<file path="config.mk">
export PLATFORM = sky130hd
export DESIGN_NAME = irqc_top
export DESIGN_NICKNAME = d
export VERILOG_FILES = /design/src/rtl/irqc_pkg.sv /design/src/rtl/irqc_capture.sv /design/src/rtl/irqc_arbiter.sv /design/src/rtl/irqc_nest.sv /design/src/rtl/irqc_top.sv
export SDC_FILE = /design/constraint.sdc
export NUM_CORES = 1
export LEC_CHECK = 0
export BUFFER_PORTS_ARGS = -buffer_cell sky130_fd_sc_hd__buf_4
export CAP_MARGIN = 20
export CORE_ASPECT_RATIO = 0.7
export CORE_MARGIN = 8
export CORE_UTILIZATION = 40
export DETAILED_ROUTE_END_ITERATION = 10
export PLACE_DENSITY_LB_ADDON = 0.15
export SETUP_SLACK_MARGIN = 0.02
export SLEW_MARGIN = 20
export SYNTH_ARGS = -nofsm -noshare
export SYNTH_HDL_FRONTEND = slang
export SYNTH_SLANG_ARGS = --single-unit
</file>
<file path="constraint.sdc">
create_clock -name clk -period 5.05 [get_ports clk]
set_clock_uncertainty 0.15 [all_clocks]
set_input_delay 0.2525 -clock clk [delete_from_list [all_inputs] [get_ports clk]]
set_output_delay 0.2525 -clock clk [all_outputs]
set_load 0.1 [all_outputs]
</file>
<file path="src/rtl/irqc_pkg.sv">
package irqc_pkg;
  localparam int IRQ_NUM_SRC = 6;
  localparam int IRQ_VEC_W   = $clog2(IRQ_NUM_SRC);
  localparam int IRQ_EN_W    = 8;
  localparam int IRQ_GEN_BIT = 7;
  localparam int IRQ_NUM_EXT = 2;

  // source positions, shared by enable, priority and vector index
  localparam int SRC_EXT0 = 0;
  localparam int SRC_TMR0 = 1;
  localparam int SRC_EXT1 = 2;
  localparam int SRC_TMR1 = 3;
  localparam int SRC_SER  = 4;
  localparam int SRC_TMR2 = 5;

  typedef enum logic {LVL_LO = 1'b0, LVL_HI = 1'b1} irq_lvl_e;
endpackage

</file>
<file path="src/rtl/irqc_capture.sv">
module irqc_capture #(
  parameter int NUM_SRC = irqc_pkg::IRQ_NUM_SRC,
  parameter int NUM_EXT = irqc_pkg::IRQ_NUM_EXT
) (
  input  logic               clk,
  input  logic               rst,
  input  logic [NUM_EXT-1:0] ext_n,
  input  logic [NUM_EXT-1:0] edge_mode,
  input  logic [NUM_EXT-1:0] tmr_ovf,
  input  logic               ser_rx_done,
  input  logic               ser_tx_done,
  input  logic               tmr2_req,
  input  logic [NUM_SRC-1:0] clr,
  output logic [NUM_SRC-1:0] pend
);
  logic [NUM_EXT-1:0] pin_q;

  always_ff @(posedge clk) begin
    if (rst) pin_q <= '1;
    else     pin_q <= ext_n;
  end

  // external pins sit on even indices, their timers on the next odd index
  for (genvar i = 0; i < NUM_EXT; i++) begin : g_pair
    localparam int EI = 2 * i;
    localparam int TI = 2 * i + 1;
    logic fall;
    assign fall = pin_q[i] & ~ext_n[i];

    always_ff @(posedge clk) begin
      if (rst) begin
        pend[EI] <= 1'b0;
      end else if (!edge_mode[i]) begin
        pend[EI] <= ~ext_n[i];
      end else if (fall) begin
        pend[EI] <= 1'b1;
      end else if (clr[EI]) begin
        pend[EI] <= 1'b0;
      end
    end

    always_ff @(posedge clk) begin
      if (rst)               pend[TI] <= 1'b0;
      else if (tmr_ovf[i])   pend[TI] <= 1'b1;
      else if (clr[TI])      pend[TI] <= 1'b0;
    end
  end

  always_ff @(posedge clk) begin
    if (rst) begin
      pend[irqc_pkg::SRC_SER]  <= 1'b0;
      pend[irqc_pkg::SRC_TMR2] <= 1'b0;
    end else begin
      pend[irqc_pkg::SRC_SER]  <= ser_rx_done | ser_tx_done;
      pend[irqc_pkg::SRC_TMR2] <= tmr2_req;
    end
  end
endmodule

</file>
<file path="src/rtl/irqc_arbiter.sv">
module irqc_arbiter #(
  parameter int NUM_SRC = irqc_pkg::IRQ_NUM_SRC,
  parameter int VEC_W   = irqc_pkg::IRQ_VEC_W
) (
  input  logic [NUM_SRC-1:0] req,
  input  logic [NUM_SRC-1:0] pri,
  input  logic               allow_hi,
  input  logic               allow_lo,
  output logic               any,
  output logic [VEC_W-1:0]   vec,
  output logic               hi
);
  logic [NUM_SRC-1:0] cand_hi;
  logic [NUM_SRC-1:0] cand_lo;
  logic [NUM_SRC-1:0] cand;

  for (genvar i = 0; i < NUM_SRC; i++) begin : g_mask
    assign cand_hi[i] = req[i] &  pri[i] & allow_hi;
    assign cand_lo[i] = req[i] & ~pri[i] & allow_lo;
  end

  assign hi   = |cand_hi;
  assign cand = hi ? cand_hi : cand_lo;
  assign any  = |cand;

  // scan downward so the lowest index is left standing
  always_comb begin
    vec = '0;
    for (int i = NUM_SRC - 1; i >= 0; i--) begin
      if (cand[i]) vec = VEC_W'(i);
    end
  end
endmodule

</file>
<file path="src/rtl/irqc_nest.sv">
module irqc_nest (
  input  logic clk,
  input  logic rst,
  input  logic ack_fire,
  input  logic ack_hi,
  input  logic eoi,
  output logic act_hi,
  output logic act_lo
);
  logic hi_d;
  logic lo_d;

  always_comb begin
    hi_d = act_hi;
    lo_d = act_lo;
    if (eoi) begin
      if (act_hi) hi_d = 1'b0;
      else        lo_d = 1'b0;
    end
    if (ack_fire) begin
      if (ack_hi) hi_d = 1'b1;
      else        lo_d = 1'b1;
    end
  end

  always_ff @(posedge clk) begin
    if (rst) begin
      act_hi <= 1'b0;
      act_lo <= 1'b0;
    end else begin
      act_hi <= hi_d;
      act_lo <= lo_d;
    end
  end
endmodule

</file>
<file path="src/rtl/irqc_top.sv">
module irqc_top #(
  parameter int NUM_SRC = irqc_pkg::IRQ_NUM_SRC,
  parameter int VEC_W   = irqc_pkg::IRQ_VEC_W,
  parameter int EN_W    = irqc_pkg::IRQ_EN_W,
  parameter int GEN_BIT = irqc_pkg::IRQ_GEN_BIT,
  parameter int NUM_EXT = irqc_pkg::IRQ_NUM_EXT
) (
  input  logic               clk,
  input  logic               rst,
  input  logic               en_we,
  input  logic [EN_W-1:0]    en_wdata,
  input  logic               pri_we,
  input  logic [NUM_SRC-1:0] pri_wdata,
  input  logic               mode_we,
  input  logic [NUM_EXT-1:0] mode_wdata,
  input  logic [NUM_EXT-1:0] ext_n,
  input  logic [NUM_EXT-1:0] tmr_ovf,
  input  logic               ser_rx_done,
  input  logic               ser_tx_done,
  input  logic               tmr2_req,
  input  logic               irq_ack,
  input  logic               irq_eoi,
  output logic               irq_valid,
  output logic [VEC_W-1:0]   irq_vec,
  output logic               irq_hi,
  output logic [NUM_SRC-1:0] irq_pend
);
  logic [EN_W-1:0]    en_q;
  logic [NUM_SRC-1:0] pri_q;
  logic [NUM_EXT-1:0] mode_q;
  logic               act_hi;
  logic               act_lo;
  logic               ack_fire;
  logic [NUM_SRC-1:0] clr;
  logic [NUM_SRC-1:0] clearable;
  logic [NUM_SRC-1:0] req;
  logic               cand_any;
  logic [VEC_W-1:0]   cand_vec;
  logic               cand_hi;

  always_ff @(posedge clk) begin
    if (rst) begin
      en_q   <= '0;
      pri_q  <= '0;
      mode_q <= '0;
    end else begin
      if (en_we)   en_q   <= en_wdata;
      if (pri_we)  pri_q  <= pri_wdata;
      if (mode_we) mode_q <= mode_wdata;
    end
  end

  assign ack_fire = irq_valid & irq_ack;

  // edge-mode pins and the paired timers lose their flag on acknowledge
  for (genvar i = 0; i < NUM_EXT; i++) begin : g_clrmask
    assign clearable[2*i]   = mode_q[i];
    assign clearable[2*i+1] = 1'b1;
  end
  for (genvar j = 2 * NUM_EXT; j < NUM_SRC; j++) begin : g_noclr
    assign clearable[j] = 1'b0;
  end

  always_comb begin
    clr = '0;
    if (ack_fire) clr[irq_vec] = 1'b1;
    clr = clr & clearable;
  end

  irqc_capture #(.NUM_SRC(NUM_SRC), .NUM_EXT(NUM_EXT)) cap_i (
    .clk         (clk),
    .rst         (rst),
    .ext_n       (ext_n),
    .edge_mode   (mode_q),
    .tmr_ovf     (tmr_ovf),
    .ser_rx_done (ser_rx_done),
    .ser_tx_done (ser_tx_done),
    .tmr2_req    (tmr2_req),
    .clr         (clr),
    .pend        (irq_pend)
  );

  assign req = irq_pend & en_q[NUM_SRC-1:0] & {NUM_SRC{en_q[GEN_BIT]}};

  irqc_arbiter #(.NUM_SRC(NUM_SRC), .VEC_W(VEC_W)) arb_i (
    .req      (req),
    .pri      (pri_q),
    .allow_hi (~act_hi),
    .allow_lo (~act_hi & ~act_lo),
    .any      (cand_any),
    .vec      (cand_vec),
    .hi       (cand_hi)
  );

  irqc_nest nest_i (
    .clk      (clk),
    .rst      (rst),
    .ack_fire (ack_fire),
    .ack_hi   (irq_hi),
    .eoi      (irq_eoi),
    .act_hi   (act_hi),
    .act_lo   (act_lo)
  );

  always_ff @(posedge clk) begin
    if (rst) begin
      irq_valid <= 1'b0;
      irq_vec   <= '0;
      irq_hi    <= 1'b0;
    end else begin
      irq_valid <= cand_any & ~ack_fire;
      irq_vec   <= cand_vec;
      irq_hi    <= cand_hi;
    end
  end
endmodule

</file>
* Word-level counts from Yosys, hierarchy flattened *
Index checks and enable logic that the tools add are counted.

cells by class
  reductions and logical operators = 8
  equal/unequal tests = 2
  magnitude comparators = 2
  multiplexer cells = 26
  bitwise gates (word level) = 44

operators by type and width
  operator                                              number
  bitwise AND 1 bit                                     29
  two-way mux 1 bit                                     19
  bitwise AND 6 bit                                     2
  OR reduction 6 bit                                    2
  NOT 1 bit                                             11
  two-way mux 3 bit                                     2
  two-way mux 6 bit                                     1
  != test 3 x 1 -> 1 bit (second input constant)        2
  OR reduction 5 bit                                    1
  bitwise AND 4 bit                                     1
  < comparator 3 x 4 -> 1 bit (second input constant)   1
  two-way mux 2 bit                                     2
  two-way mux 4 bit                                     1
  nonzero test 2 bit                                    2
  demux 1 bit (select 3 bit)                            1
  >= comparator 3 x 1 -> 1 bit (second input constant)  1
  OR reduction 3 bit                                    1
  OR reduction 2 bit                                    1
  logical AND 1 bit                                     1
  OR 1 bit                                              1

word-level totals
  logic and storage cells = 98
  output and inout bits = 11
  register bits after elaboration = 31

* Logic depth before layout (Yosys ltp) *
  depth in word-level cells = 11
  mapped depth = 6
  depth with buffers taken out = 5

* By module *
From an unflattened synthesis, not the netlist that was laid out.

second synthesis, totals
  cell total of the unflattened synthesis = 158
  area total of the unflattened synthesis = 1,492.7 µm²

modules (own cells, without submodules)
  module        seq. area each (µm²)  cells an instance  area an instance (µm²)  times used
  irqc_top      400.4                 76                 802.0                   1
  irqc_arbiter  0.0                   48                 334.1                   1
  irqc_capture  160.2                 25                 276.5                   1
  irqc_nest     40.0                  9                  80.1                    1

* Least setup slack after synthesis *
Ideal clock, no wire load.

  path type = reg2reg
  from = register cap_i.pend[2]
  to = register irq_vec[2]
  setup slack = 2,620 ps
  data required time = 4,813 ps
  cell stages (with the launch flop) = 6
  period minus slack after synthesis = 2,430 ps
  data arrival time = 2,193 ps
  cell sequence = dfxtp_1 > nand3_1 > a21oi_4 > nor3_1 > a311o_1 > nor4b_2

on the way
  longest elaborated chain between the ends = 8
  elaborated cells on any way between the ends = 11
  classes of those cells = 3 x mux; 6 x bitwise; 2 x reduce/logical

RTL lines
  element                              RTL line            text
  start, declared                      irqc_capture.sv:14  output logic [NUM_SRC-1:0] pend
  start signal, assigned by index      irqc_capture.sv:34  pend[EI] <= ~ext_n[i];
  bitwise AND 6 bit (*) (2 in series)  irqc_top.sv:83      assign req = irq_pend & en_q[NUM_SRC-1:0] & {NUM_SRC{en_q[GEN_BIT]}};
  bitwise AND 1 bit (2 in series)      irqc_arbiter.sv:18  assign cand_hi[i] = req[i] & pri[i] & allow_hi;
  OR reduction 6 bit                   irqc_arbiter.sv:22  assign hi = |cand_hi;
  two-way mux 6 bit (*)                irqc_arbiter.sv:23  assign cand = hi ? cand_hi : cand_lo;
  two-way mux 3 bit (2 in series)      irqc_arbiter.sv:30  if (cand[i]) vec = VEC_W'(i);
  end signal, assigned                 irqc_top.sv:112     irq_vec <= cand_vec;
  end, declared                        irqc_top.sv:24      output logic [VEC_W-1:0] irq_vec,

Mark *: on every way between the ends. The rest lies on a longest branch, timed or not.
A chain may end at the register's enable or synchronous reset.

* Final worst setup path *
  from = register nest_i.act_hi
  to = register irq_vec[0]

on the way
  longest elaborated chain between the ends = 9
  elaborated cells on any way between the ends = 22
  classes of those cells = 6 x mux; 14 x bitwise; 2 x reduce/logical

RTL lines
  element                                                  RTL line                                text
  start, declared                                          irqc_nest.sv:7                          output logic act_hi,
  start signal, assigned                                   irqc_nest.sv:31                         act_hi <= hi_d;
  NOT 1 bit (*)                                            irqc_top.sv:88, irqc_top.sv:89
  bitwise AND 1 bit (on tied branches)                     irqc_arbiter.sv:18, irqc_top.sv:89
  OR reduction 6 bit or bitwise AND 1 bit (tied branches)  irqc_arbiter.sv:22, irqc_arbiter.sv:19
  two-way mux 6 bit (*)                                    irqc_arbiter.sv:23
  two-way mux 3 bit (2 in series)                          irqc_arbiter.sv:30
  two-way mux 2 bit (2 in series)                          irqc_arbiter.sv:30
  two-way mux 1 bit                                        irqc_arbiter.sv:30

Marks and branches as above.

==> impl_metrics.tcl <==
set metrics [dict create \
    grt_pass1_vias 1155 \
    synth.area.top_cells "dfxtp_1, mux2i_1, nor2_1" \
    reg2reg_setup_slack_ns 3.07 \
    rr_worst_depth 5 \
    cts_resized 0 \
    busiest_layer "met2" \
    vias 1140 \
    clock-sinks 30 \
    drive_gt1_frac 0.3011 \
    avgSynthCellArea_um2 8.998 \
    critPathMaxFanout 8 \
    yosysSeqAreaShare 0.4571 \
    yosysTopAreaCellShare 0.4571 \
    grt_use_met3 0.04847 \
    cts_buffers 5 \
    worst_slack_ns 3.074 \
    nNetsFinal 215 \
    status "finished, final reports clean" \
    p_per_area_nw_per_um2 310.2 \
    clk_latency_ns 0.27 \
    grt_max_degree 29 \
    cts_max_path_buffers 2 \
    cts_htree_levels 2 \
    arrival_ns 1.99 \
    synth_edf_count 0 \
    dieArea_um2 5404 \
    grt_pass1_wl_um 5271 \
    tns_ns 0 \
    grtUsageTotal 0.1200 \
    yosysTopAreaCell "dfxtp_1" \
    grt_use_met1 0.1499 \
    hold_depth 2 \
    seqPwrFrac 0.486 \
    switchingPower_w 0.0001422 \
    power_w 0.0005321 \
    use_met2 0.1810 \
    cts_setup_buffers 0 \
    syn-instance-count 146 \
    syn2layout_area_growth_pct 30.57 \
    wl_per_cell_um 13.97 \
    holdWs_ns 0.02638 \
    post-route-period-util 0.3912 \
    syn-cell-area_um2 1314 \
    drc 0 \
    p_sw_frac 0.2672 \
    rows 17 \
    hold_viol 0 \
    required_ns 5.06 \
    peakVddDrop_mv 0.1619 \
    grt.overflow.total 0 \
    worstReg2RegStart "nest_i.act_hi$_SDFF_PP0_" \
    min_to "cap_i.pin_q[1]$_SDFF_PP1_" \
    gp_congestion 0.8972 \
    diodes 0 \
    tightest_slew_ns 0.4393 \
    post-route-min-period_ns 1.976 \
    hp-class "input pin to flip-flop" \
    dr.pass1.iters 5 \
    slew_headroom 0.7054 \
    async_reset_ff_frac 0 \
    syn-num-nets 176 \
    pwr-share-comb 0.152 \
    hold_start "ext_n[1]" \
    io_buffers 39 \
    cts_tree "done" \
    ys_ff_latch 30 \
    cp-start-kind "flip-flop" \
    ios 41 \
    root_buffer "clkbuf_8" \
    grt_setup_unrepaired "false" \
    post-place-ws_ns 3.101 \
    start_util 0.4173 \
    clockPowerShare 0.362 \
    drv_slew 0 \
    cap_violations 0 \
    rr_endpoint "irq_vec[0]$_SDFF_PP0_" \
    detail_route.iter0.violations 48 \
    setup_violations 0 \
    yosysUniqueCellTypes 35 \
    fmax_mhz 506.1 \
    core-area_um2 3148 \
    antenna_left 0 \
    antenna_found_initial 0 \
    die_x_um 84.50 \
    final_util 0.5449 \
    viasPerCell 5.089 \
    endpoint_kind "flip-flop" \
    yosysWarnings 0 \
    clkTransAtPathRegs_ns 0.06 \
    worstSetupPathType "flip-flop to flip-flop" \
    power.leakage_nw 0.7484 \
    die_h_um 63.95 \
    p_int_w 0.0003900 \
    cts_hold_buffers 0 \
    synth_flop_cell "dfxtp_1" \
    wl_um 3130 \
    dp_hpwl_um 2462 \
]
-- cells in the final DEF, fill, tap and decap left out, drive strengths merged --
| cell | netlist | routed |
|---|---|---|
| nor2b | 4 | 4 |
| nand2 | 10 | 10 |
| and3 | 1 | 1 |
| nand2b | 1 | 1 |
| o2111ai | 1 | 1 |
| nand4 | 1 | 1 |
| mux2i | 15 | 15 |
| or2 | 5 | 5 |
| o31a | 1 | 1 |
| o41ai | 1 | 1 |
| buf | 3 | 39 |
| nor4 | 1 | 1 |
| a21o | 1 | 1 |
| o21ai | 1 | 1 |
| clkinv | 0 | 1 |
| a21oi | 9 | 9 |
| a311o | 1 | 1 |
| a311oi | 2 | 2 |
| o32ai | 2 | 2 |
| clkbuf | 4 | 7 |
| nor2 | 29 | 29 |
| o31ai | 2 | 2 |
| a22oi | 1 | 1 |
| nand3 | 6 | 6 |
| nor3b | 1 | 1 |
| or4b | 1 | 1 |
| inv | 3 | 3 |
| dfxtp | 30 | 30 |
| nor3 | 3 | 3 |
| nand3b | 1 | 1 |
| o22ai | 2 | 2 |
| nor4b | 3 | 3 |
-- cell families after synthesis --
family                 count (synthesis)  share of synthesized area
buffers and inverters                 10                    0.03143
muxes                                 15                     0.1143
DFF                                   30                     0.4571
and+or+nand+nor                       67                     0.2600
AOI/OAI and AO/OA                     24                     0.1372
-- Yosys cell counts, types with 2 or more instances --
cell type  instances
or2_2              5
inv_1              3
clkbuf_1           4
o32ai_1            2
nor4b_1            2
nor2_1            29
a21oi_1            8
nor3_1             3
nand3_1            6
a311oi_1           2
o22ai_1            2
nand2_1           10
nor2b_1            4
dfxtp_1           30
mux2i_1           15
buf_1              2
-- flip-flops by register name (all words and copies together) (netlist names) --
name	flops
irq_vec	3
nest_i.act_lo	1
mode_q	2
irq_valid	1
nest_i.act_hi	1
cap_i.pend	6
cap_i.pin_q	2
irq_hi	1
pri_q	6
en_q	7
-- layout make-up --
class	count	area, um^2
clock inverters	1	5.005
flip-flops and latches	30	600.6
inverters	3	11.26
multi-input cells	106	671.9
fillers	296	1433
well taps	38	47.55
clock buffers	7	86.33
repair buffers	39	292.8
-- per-layer routing --
layer  part of all wire  up-vias
li1                   -      592
met4             0.0054        0
met2               0.44       33
met1               0.48      513
met5                  0        -
met3              0.075        2
-- power groups by stage --
stage	Clock (W)	Sequential (W)	Combinational, W
finish	0.000193	0.000259	0.0000806
global route	0.000210	0.000260	0.0000867
CTS	0.000197	0.000259	0.0000813
detailed placement	0	0.000264	0.0000812
global placement	0	0.000263	0.0000797
floorplan	0	0.000288	0.0000285
-- metrics by stage --
| step | area, um^2 | std cells |
|---|---|---|
| floorplan | 1314 | 146 |
| global placement | 1624 | 216 |
| detailed placement | 1624 | 216 |
| CTS | 1715 | 224 |
| global route | 1715 | 224 |
| finish | 1715 | 224 |
-- worst max-delay path by stage --
stage                                           from               endpoint  slack, ns  depth (start not counted)
after floorplan           cap_i.pend[2]$_SDFFE_PP0P_  irq_vec[2]$_SDFF_PP0_       2.62                          5
after global placement      nest_i.act_hi$_SDFF_PP0_  irq_vec[0]$_SDFF_PP0_       3.11                          5
after detailed placement    nest_i.act_hi$_SDFF_PP0_  irq_vec[0]$_SDFF_PP0_       3.10                          5
after CTS                   nest_i.act_hi$_SDFF_PP0_  irq_vec[0]$_SDFF_PP0_       3.08                          5
after global routing            en_q[7]$_SDFFE_PP0P_  irq_vec[0]$_SDFF_PP0_       2.94                          5
final                       nest_i.act_hi$_SDFF_PP0_  irq_vec[0]$_SDFF_PP0_       3.07                          5
-- worst max-delay path, stage by stage (launching register included) --
cell and delay [ns]:
dfxtp_1 0.40, nand2b_1 0.34, a21oi_4 0.09, or4b_1 0.53, a311oi_1 0.28, nor3_1 0.08
No activity file was read; power rests on OpenSTA's default activity.
